--- src/rtl/tdc_pkg.sv ---
package tdc_pkg;

  typedef enum logic [2:0] {
    ST_IDLE = 3'd0,
    ST_WAIT = 3'd1,
    ST_CALC = 3'd2,
    ST_HOLD = 3'd3,
    ST_DEAD = 3'd4
  } tdc_state_e;

  function automatic int ceil_div(input int num, input int den);
    return (num + den - 1) / den;
  endfunction

endpackage

--- src/rtl/tdc_therm_enc.sv ---
module tdc_therm_enc #(
  parameter int THERM_W  = 24,
  parameter int FINE_W   = 8,
  parameter int ENC_MODE = 0
) (
  input  logic [THERM_W-1:0] taps_i,
  output logic [FINE_W-1:0]  code_o
);

  generate
    if (ENC_MODE == 0) begin : g_run
      // Length of the run of ones from bit 0; bubbles above the first zero drop out.
      always_comb begin
        logic alive;
        int   n;
        alive = 1'b1;
        n     = 0;
        for (int i = 0; i < THERM_W; i++) begin
          if (alive && taps_i[i]) n = n + 1;
          else                    alive = 1'b0;
        end
        code_o = FINE_W'(n);
      end
    end else begin : g_pop
      // Total population; a bubble shifts the code by at most one bin.
      always_comb begin
        int n;
        n = 0;
        for (int i = 0; i < THERM_W; i++) begin
          if (taps_i[i]) n = n + 1;
        end
        code_o = FINE_W'(n);
      end
    end
  endgenerate

endmodule

--- src/rtl/tdc_combine.sv ---
module tdc_combine #(
  parameter int THERM_W  = 24,
  parameter int FINE_W   = 8,
  parameter int COARSE_W = 6,
  parameter int OUT_W    = 11
) (
  input  logic [COARSE_W-1:0] coarse_i,
  input  logic [FINE_W-1:0]   fine_start_i,
  input  logic [FINE_W-1:0]   fine_stop_i,
  output logic [OUT_W-1:0]    interval_o
);

  localparam logic [OUT_W-1:0] BINS = OUT_W'(THERM_W);

  logic [OUT_W-1:0] scaled;
  logic [OUT_W-1:0] with_start;

  // coarse >= 1 and fine codes <= BINS, so the subtraction never wraps.
  always_comb begin
    scaled     = OUT_W'(coarse_i) * BINS;
    with_start = scaled + OUT_W'(fine_start_i);
    interval_o = with_start - OUT_W'(fine_stop_i);
  end

endmodule

--- src/rtl/tdc_ctrl.sv ---
module tdc_ctrl
  import tdc_pkg::*;
#(
  parameter int FINE_W   = 8,
  parameter int COARSE_W = 6,
  parameter int OUT_W    = 11,
  parameter int DEAD_CYC = 3
) (
  input  logic                clk,
  input  logic                rst,
  input  logic                start_i,
  input  logic [FINE_W-1:0]   start_code_i,
  input  logic                stop_i,
  input  logic [FINE_W-1:0]   stop_code_i,
  input  logic [OUT_W-1:0]    sum_i,
  input  logic                res_ready_i,
  output logic [COARSE_W-1:0] coarse_o,
  output logic [FINE_W-1:0]   fine_start_o,
  output logic [FINE_W-1:0]   fine_stop_o,
  output logic                res_valid_o,
  output logic [OUT_W-1:0]    res_interval_o,
  output logic                res_overflow_o
);

  localparam logic [COARSE_W-1:0] CMAX   = '1;
  localparam int                  DCNT_W = $clog2(DEAD_CYC + 1);
  localparam logic [DCNT_W-1:0]   DLOAD  = DCNT_W'(DEAD_CYC - 1);

  tdc_state_e        state;
  logic [DCNT_W-1:0] dcnt;
  logic              ovf_pend;

  always_ff @(posedge clk) begin
    if (rst) begin
      state          <= ST_IDLE;
      coarse_o       <= '0;
      fine_start_o   <= '0;
      fine_stop_o    <= '0;
      ovf_pend       <= 1'b0;
      dcnt           <= '0;
      res_valid_o    <= 1'b0;
      res_interval_o <= '0;
      res_overflow_o <= 1'b0;
    end else begin
      case (state)
        ST_IDLE: begin
          if (start_i) begin
            fine_start_o <= start_code_i;
            fine_stop_o  <= '0;
            coarse_o     <= COARSE_W'(1);
            ovf_pend     <= 1'b0;
            state        <= ST_WAIT;
          end
        end
        ST_WAIT: begin
          if (stop_i) begin
            fine_stop_o <= stop_code_i;
            state       <= ST_CALC;
          end else if (coarse_o == CMAX) begin
            ovf_pend <= 1'b1;
            state    <= ST_CALC;
          end else begin
            coarse_o <= coarse_o + COARSE_W'(1);
          end
        end
        ST_CALC: begin
          res_interval_o <= ovf_pend ? '1 : sum_i;
          res_overflow_o <= ovf_pend;
          res_valid_o    <= 1'b1;
          state          <= ST_HOLD;
        end
        ST_HOLD: begin
          if (res_ready_i) begin
            res_valid_o    <= 1'b0;
            res_overflow_o <= 1'b0;
            dcnt           <= DLOAD;
            state          <= ST_DEAD;
          end
        end
        ST_DEAD: begin
          if (dcnt == '0) state <= ST_IDLE;
          else            dcnt  <= dcnt - DCNT_W'(1);
        end
        default: state <= ST_IDLE;
      endcase
    end
  end

endmodule

--- src/rtl/tdc_interval.sv ---
module tdc_interval
  import tdc_pkg::*;
#(
  parameter int THERM_W  = 24,
  parameter int FINE_W   = 8,
  parameter int COARSE_W = 6,
  parameter int ENC_MODE = 0,
  parameter int CLK_PS   = 8000,
  parameter int DEAD_PS  = 20000,
  parameter int OUT_W    = $clog2(((1 << COARSE_W) - 1) * THERM_W + THERM_W + 1)
) (
  input  logic               clk,
  input  logic               rst,
  input  logic               start_i,
  input  logic [THERM_W-1:0] start_taps_i,
  input  logic               stop_i,
  input  logic [THERM_W-1:0] stop_taps_i,
  input  logic               res_ready_i,
  output logic               res_valid_o,
  output logic [OUT_W-1:0]   res_interval_o,
  output logic               res_overflow_o
);

  localparam int DEAD_RAW = ceil_div(DEAD_PS, CLK_PS);
  localparam int DEAD_CYC = (DEAD_RAW < 1) ? 1 : DEAD_RAW;

  logic [FINE_W-1:0]   start_code, stop_code;
  logic [FINE_W-1:0]   fine_start, fine_stop;
  logic [COARSE_W-1:0] coarse;
  logic [OUT_W-1:0]    sum;

  tdc_therm_enc #(.THERM_W(THERM_W), .FINE_W(FINE_W), .ENC_MODE(ENC_MODE)) u_enc_start (
    .taps_i (start_taps_i),
    .code_o (start_code)
  );

  tdc_therm_enc #(.THERM_W(THERM_W), .FINE_W(FINE_W), .ENC_MODE(ENC_MODE)) u_enc_stop (
    .taps_i (stop_taps_i),
    .code_o (stop_code)
  );

  tdc_combine #(.THERM_W(THERM_W), .FINE_W(FINE_W), .COARSE_W(COARSE_W), .OUT_W(OUT_W)) u_comb (
    .coarse_i     (coarse),
    .fine_start_i (fine_start),
    .fine_stop_i  (fine_stop),
    .interval_o   (sum)
  );

  tdc_ctrl #(.FINE_W(FINE_W), .COARSE_W(COARSE_W), .OUT_W(OUT_W), .DEAD_CYC(DEAD_CYC)) u_ctrl (
    .clk            (clk),
    .rst            (rst),
    .start_i        (start_i),
    .start_code_i   (start_code),
    .stop_i         (stop_i),
    .stop_code_i    (stop_code),
    .sum_i          (sum),
    .res_ready_i    (res_ready_i),
    .coarse_o       (coarse),
    .fine_start_o   (fine_start),
    .fine_stop_o    (fine_stop),
    .res_valid_o    (res_valid_o),
    .res_interval_o (res_interval_o),
    .res_overflow_o (res_overflow_o)
  );

endmodule

--- config.mk ---
export PLATFORM = sky130hd
export DESIGN_NAME = tdc_interval
export DESIGN_NICKNAME = d
export VERILOG_FILES = /design/src/rtl/tdc_pkg.sv /design/src/rtl/tdc_therm_enc.sv /design/src/rtl/tdc_combine.sv /design/src/rtl/tdc_ctrl.sv /design/src/rtl/tdc_interval.sv
export SDC_FILE = /design/constraint.sdc
export NUM_CORES = 1
export LEC_CHECK = 0
export BUFFER_PORTS_ARGS = -buffer_cell sky130_fd_sc_hd__buf_2
export CAP_MARGIN = 20
export CORE_MARGIN = 1.5
export CORE_UTILIZATION = 34
export DETAILED_ROUTE_END_ITERATION = 16
export PLACE_DENSITY = 0.56
export SETUP_SLACK_MARGIN = 0.5
export SYNTH_ARGS = -nofsm -noshare
export SYNTH_HDL_FRONTEND = slang
export SYNTH_SLANG_ARGS = --single-unit
--- constraint.sdc ---
create_clock -name clk -period 17.5 [get_ports clk]
set_input_delay 3.5 -clock clk [delete_from_list [all_inputs] [get_ports clk]]
set_output_delay 3.5 -clock clk [all_outputs]
set_load 0.01 [all_outputs]
==> flow_summary.ini, run 1 <==
[floorplan]
ioPinCount = 66
start_util = 0.346
die_x_um = 157
fp.dieH_um = 157
core_sq_um = 23400
rows = 56
fp.dieArea_sq_um = 24800

[power_and_ir_drop]
totalPowerFinal_mw = 0.331
p_sw_frac = 0.350
p_switching_mw = 0.116
p_int_mw = 0.215
p_leak_nw = 3.53
ir_drop_v = 0.0000319
p_clk_frac = 0.288
power.density_nw_per_um2 = 37.0
p_comb_frac = 0.405
share_seq_of_total_power = 0.307

[worst_setup_path]
r2r-end = u_ctrl.res_interval_o[10]
critPathArrivalTime_ns = 16.45
slowest_delay_ns = 0.46
critical_path.most_common_cell = ha_1
crit_type = primary input to register
cpMaxStageDelayCell = or4_1
crit_path_end = u_ctrl.fine_start_o[6]
r2r_slack_ns = 14.23
critPathCaptureType = register
crit_start = start_taps_i[0]
crit_required_ns = 17.69
path_max_fanout = 5
crit-reg2reg-launch = u_ctrl.coarse_o[0]
critPathLaunchType = primary input
reg2reg_depth = 12

[global_route]
grt_overflow = 0
grt_pass1_vias = 7160
grt_usage = 0.158
grt_max_degree = 38
grt_pass1_wl_um = 33600
grt_antenna_before_repair = 0

[finish]
fill_cells = 2531
layout.nets = 1256
drive_gt1_frac = 0.159
layout_common_cells = nand2_1, nor2_1, xnor2_1
fin_util = 0.382
antenna_cells = 0
fin_area_sq_um = 8950
stdcell_count = 1455
layout_commonest_cell = nand2_1
area_growth_pct = 10.5

[timing]
tns_ns = 0
setup_viol = 0
max_freq_ghz = 0.0615
hold_viol = 0
fin_skew_ns = 0.00451
period_needed_ns = 16.26
worst_slew_pin_slew_ns = 0.855
period_share = 0.929
max_slew_margin = 0.425
rsz0062_at_grt = false
drv_slew = 0

[yosys]
syn_nets = 1206
synthesis.area_sq_um = 8100
ys_seq_area_frac = 0.101
netlist.area_leader.share = 0.101
yosysWarnings = 0
postSynthCellCount = 1085
yosys-top-cells-area = dfxtp_1, ha_1, xnor2_1, nand2_1, nor2_1
synth-edff-count = 0
synthArstFlopShare = 0
ys.flop_type = dfxtp_1
synth.ff_latch_count = 41
ys_types = 115
yosysTopAreaCell = dfxtp_1
syn_area_per_cell_sq_um = 7.46

[min_path]
hold_path.class = register to register
min_from = u_ctrl.res_valid_o

[placed_design]
gp_congestion = 0.871
port_buffers = 65
place_inst = 1439
dp_hpwl_um = 16100
placed_area_sq_um = 8680

[clocking]
h-tree-depth = 2
root_buffer = clkbuf_16
clk_path_buf_depth = 2
cts_tree = yes
clk_latency_ns = 0.28
cts_made_buffers = 5
cts_hold_buf = 0
clkTransAtPathRegs_ns = 0.06
cts.sinks = 41

[flow_run]
cap_violations = 0

[run_status]
outcome = finished, final reports clean

[drt]
wl_per_cell_um = 13.3
drt-vias-per-instance = 5.27
dr.pass1.iters = 7
antenna_left = 0
vias = 7668
route.detailed.drc = 0
initialDrtViolationCount = 463
wl_um = 19400
-- how the worst min path moves through the flow --
stage | depth (start not counted) | to | slack [ns]
global route | 2 | u_ctrl.res_valid_o | 0.48
floorplan | 2 | u_ctrl.fine_start_o[0] | 0.43
finish | 2 | u_ctrl.res_valid_o | 0.45
CTS | 2 | u_ctrl.res_valid_o | 0.46
global placement | 2 | u_ctrl.res_valid_o | 0.44
detailed placement | 2 | u_ctrl.res_valid_o | 0.45
-- power groups by stage --
stage	Clock [mW]	Sequential (mW)	Combinational [mW]
6_report	0.0952	0.102	0.134
4_1_cts	0.0983	0.102	0.130
3_5_place_dp	0	0.104	0.129
3_3_place_gp	0	0.104	0.127
5_1_grt	0.102	0.102	0.152
2_1_floorplan	0	0.103	0.0964
-- sequential cells by signal, summed over array words and instances (netlist names) --
signal	count
u_ctrl.ovf_pend	1
u_ctrl.res_overflow_o	1
u_ctrl.res_valid_o	1
u_ctrl.fine_stop_o	8
u_ctrl.fine_start_o	8
u_ctrl.state	3
u_ctrl.coarse_o	6
u_ctrl.dcnt	2
u_ctrl.res_interval_o	11
-- per-stage QoR --
stage | setup slack [ns] | hold slack, ns
finish | 1.24 | 0.454
global route | 0.466 | 0.484
CTS | 0.528 | 0.456
detailed placement | 0.293 | 0.448
global placement | 0.662 | 0.442
floorplan | 1.47 | 0.432
-- cell usage after synthesis, types with 4 or more instances --
master	number
a311oi_1	8
nand4_1	21
nand3b_1	7
o211ai_1	7
o21ai_1	4
or3_1	9
mux2_2	9
and4_1	4
o21bai_1	10
xnor2_1	73
o21ai_0	43
fa_1	7
mux2i_1	17
inv_1	65
nand2_1	115
a22oi_1	5
nor3_4	4
dfxtp_1	41
nor4_2	4
a31oi_1	21
nor2_1	110
nand3_1	63
nor3_2	4
nor2b_1	12
xnor2_2	7
xor2_1	31
and2_1	17
buf_2	5
or2_2	6
clkbuf_1	18
nor3_1	36
a211oi_1	12
nor3b_1	6
o21a_1	13
ha_1	61
and3_1	18
nand2b_1	6
nor4_1	5
a21o_1	13
a32oi_1	4
a21oi_1	46
a21boi_0	10
-- final cells by class --
type / count / area (sq um) / share of cell area
clock inverters: 1 / 5.00 / 0.000559
flip-flops and latches: 41 / 821 / 0.0917
clock buffers: 7 / 153 / 0.0171
inverters: 66 / 253 / 0.0282
repair buffers: 74 / 393 / 0.0439
multi-input cells: 947 / 6930 / 0.774
well taps: 319 / 399 / 0.0446
-- metal layers --
layer | GRT usage | up-vias | routed length (um)
li1 | - | 4032 | -
met1 | 0.217 | 3510 | 9780
met2 | 0.279 | 115 | 8920
met3 | 0.0118 | 11 | 583
met4 | 0.0139 | 0 | 106
met5 | 0 | - | 0
-- what timing repair did --
| item | CTS | global route |
|---|---|---|
| gates resized for setup | 0 | 15 |
| buffers inserted | 0 | 8 |
| endpoints found under the setup margin | 0 | 7 |
-- cells by family (layout without fill, tap and decap cells) --
group	count (synthesis)	after routing	share of synthesized area
flip-flops	41	41	0.101
XOR/XNOR	122	122	0.158
adder cells (fa/ha/maj)	70	70	0.114
AND/OR/NAND/NOR	478	478	0.310
AO/OA/AOI/OAI	247	247	0.224
buffers and inverters	97	148	0.0502
multiplexers	30	30	0.0423
-- worst max-delay path: cells and delay by family --
family / cells / cell delay (ns)
multiplexers: 11 / 2.23
AND/OR/NAND/NOR: 16 / 1.75
adder cells (fa/ha/maj): 22 / 6.23
AO/OA/AOI/OAI: 17 / 2.32
buffers and inverters: 4 / 0.32
XOR/XNOR: 1 / 0.12
Power figures use the tool's default switching activity.
==> inputs of run 2 (changes only) <==
--- a/config.mk
+++ b/config.mk
@@ -7,10 +7,12 @@
 export LEC_CHECK = 0
 export BUFFER_PORTS_ARGS = -buffer_cell sky130_fd_sc_hd__buf_2
 export CAP_MARGIN = 20
+export CELL_PAD_IN_SITES_DETAIL_PLACEMENT = 1
+export CELL_PAD_IN_SITES_GLOBAL_PLACEMENT = 2
 export CORE_MARGIN = 1.5
 export CORE_UTILIZATION = 34
 export DETAILED_ROUTE_END_ITERATION = 16
-export PLACE_DENSITY = 0.56
+export PLACE_DENSITY = 0.84
 export SETUP_SLACK_MARGIN = 0.5
 export SYNTH_ARGS = -nofsm -noshare
 export SYNTH_HDL_FRONTEND = slang
==> run 2 against run 1 <==
Hold slack gained 0.014 ns. Wire length grew 11%. Combinational power is essentially flat. Critical path depth is the same. Clock power shrank 4.5%. Clock-buffer cell count shrank 2. Non-clock buffer count shrank 2. Register-to-register slack is essentially flat. Total power shrank 0.73%. Critical path type unchanged. Highest routed layer unchanged.
==> flow_summary.ini, run 2 (same netlist as run 1, synthesis figures left out) <==
[run_status]
outcome = finished, final reports clean

[clocking]
clkTransAtPathRegs_ns = 0.06
cts_tree = yes
clk_path_buf_depth = 2
h-tree-depth = 2
cts.sinks = 41
root_buffer = clkbuf_16
clk_latency_ns = 0.29
cts_made_buffers = 5

[worst_setup_path]
crit_required_ns = 17.70
crit_type = primary input to register
critPathLaunchType = primary input
slowest_delay_ns = 0.47
critical_path.most_common_cell = ha_1
path_buf_inv = 4
r2r_slack_ns = 14.24
critPathCaptureType = register
path_max_fanout = 5
cpMaxStageDelayCell = or4_1
critical-path-top-delay-family = adder cells
critPathArrivalTime_ns = 16.41

[min_path]
hold_path.class = register to register

[timing]
max_slew_margin = 0.420
whs_ns = 0.468
setup_viol = 0
fin_skew_ns = 0.00643
period_share = 0.927
worst_slew_pin_slew_ns = 0.863
drv_slew = 0
hold_viol = 0
fin_ws_ns = 1.29
period_needed_ns = 16.21
tns_ns = 0
rsz0062_at_grt = false
max_freq_ghz = 0.0617

[power_and_ir_drop]
p_switching_mw = 0.121
p_clk_frac = 0.277
share_seq_of_total_power = 0.309
power.density_nw_per_um2 = 36.8
p_comb_frac = 0.414
ir_drop_v = 0.0000305
p_leak_nw = 3.52
totalPowerFinal_mw = 0.329
p_sw_frac = 0.369
p_int_mw = 0.207

[finish]
layout.nets = 1254
stdcell_count = 1453
fin_util = 0.382
top_regs = u_ctrl.res_interval_o x11, u_ctrl.fine_start_o x8, u_ctrl.fine_stop_o x8
antenna_cells = 0
layout_common_cells = nand2_1, nor2_1, xnor2_1
drive_gt1_frac = 0.161
fin_area_sq_um = 8940
fill_cells = 2966
largest_reg_flops = 11
regMostFlops = u_ctrl.res_interval_o
area_growth_pct = 10.4
layout_commonest_cell = nand2_1

[floorplan]
rows = 56
start_util = 0.346
ioPinCount = 66
die_x_um = 157
fp.dieArea_sq_um = 24800
core_sq_um = 23400
fp.dieH_um = 157

[global_route]
grt_pass1_wl_um = 37000
grt_max_degree = 38
grt_usage = 0.176
grt_overflow = 0
grt_pass1_vias = 7824
grt_antenna_before_repair = 0

[drt]
wl_per_cell_um = 14.8
dr.pass1.iters = 4
initialDrtViolationCount = 364
route.detailed.drc = 0
wl_um = 21600
vias = 7856
antenna_left = 0
drt-vias-per-instance = 5.41

[placed_design]
preCtsSetupSlack_ns = 0.0435
gp_congestion = 0.849
dp_hpwl_um = 18000
port_buffers = 65
place_inst = 1439
placed_area_sq_um = 8680

[flow_run]
cap_violations = 0
==> run 2: power by group through the flow <==
| stage | Sequential (mW) | Combinational, mW | Clock, mW |
|---|---|---|---|
| after floorplan | 0.103 | 0.0964 | 0 |
| after global placement | 0.104 | 0.128 | 0 |
| after detailed placement | 0.104 | 0.131 | 0 |
| after CTS | 0.102 | 0.132 | 0.0931 |
| after global routing | 0.102 | 0.156 | 0.0976 |
| final | 0.102 | 0.136 | 0.0909 |
==> run 2: layer usage <==
layer / track usage / part of all wire / up-vias
met3: 0.0110 / 0.016 / 9
met4: 0.0198 / 0.0048 / 0
met2: 0.322 / 0.49 / 77
met5: 0 / 0 / -
li1: - / - / 4012
met1: 0.233 / 0.49 / 3758
==> run 2: worst paths after layout <==
| check | from | to | depth (start not counted) |
|---|---|---|---|
| min | u_ctrl.res_overflow_o | u_ctrl.res_overflow_o | 2 |
| max | start_taps_i[0] | u_ctrl.fine_start_o[6] | 71 |
| max reg2reg | u_ctrl.coarse_o[0] | u_ctrl.res_interval_o[10] | 12 |
| min reg2reg | u_ctrl.res_overflow_o | u_ctrl.res_overflow_o | 2 |
==> run 2: what timing repair did <==
action | 4_1_cts | 5_1_grt
pin swaps | 0 | 9
buffers inserted | 0 | 6
hold buffers | 0 | 0
gates resized for setup | 4 | 16
setup endpoints to repair | 4 | 7
==> run 2: final cells by class <==
cell class / instances / area, sq um / area share
clock buffers: 5 / 125 / 0.0140
inverters: 66 / 253 / 0.0283
repair buffers: 72 / 378 / 0.0423
well taps: 319 / 399 / 0.0446
flip-flops and latches: 41 / 821 / 0.0918
clock inverters: 3 / 17.5 / 0.00196
multi-input cells: 947 / 6950 / 0.777
==> run 2: worst min-delay path: stages (launching register included) <==
cell     delay, ns
dfxtp_1       0.31
nand3_1       0.06
a21oi_1       0.06
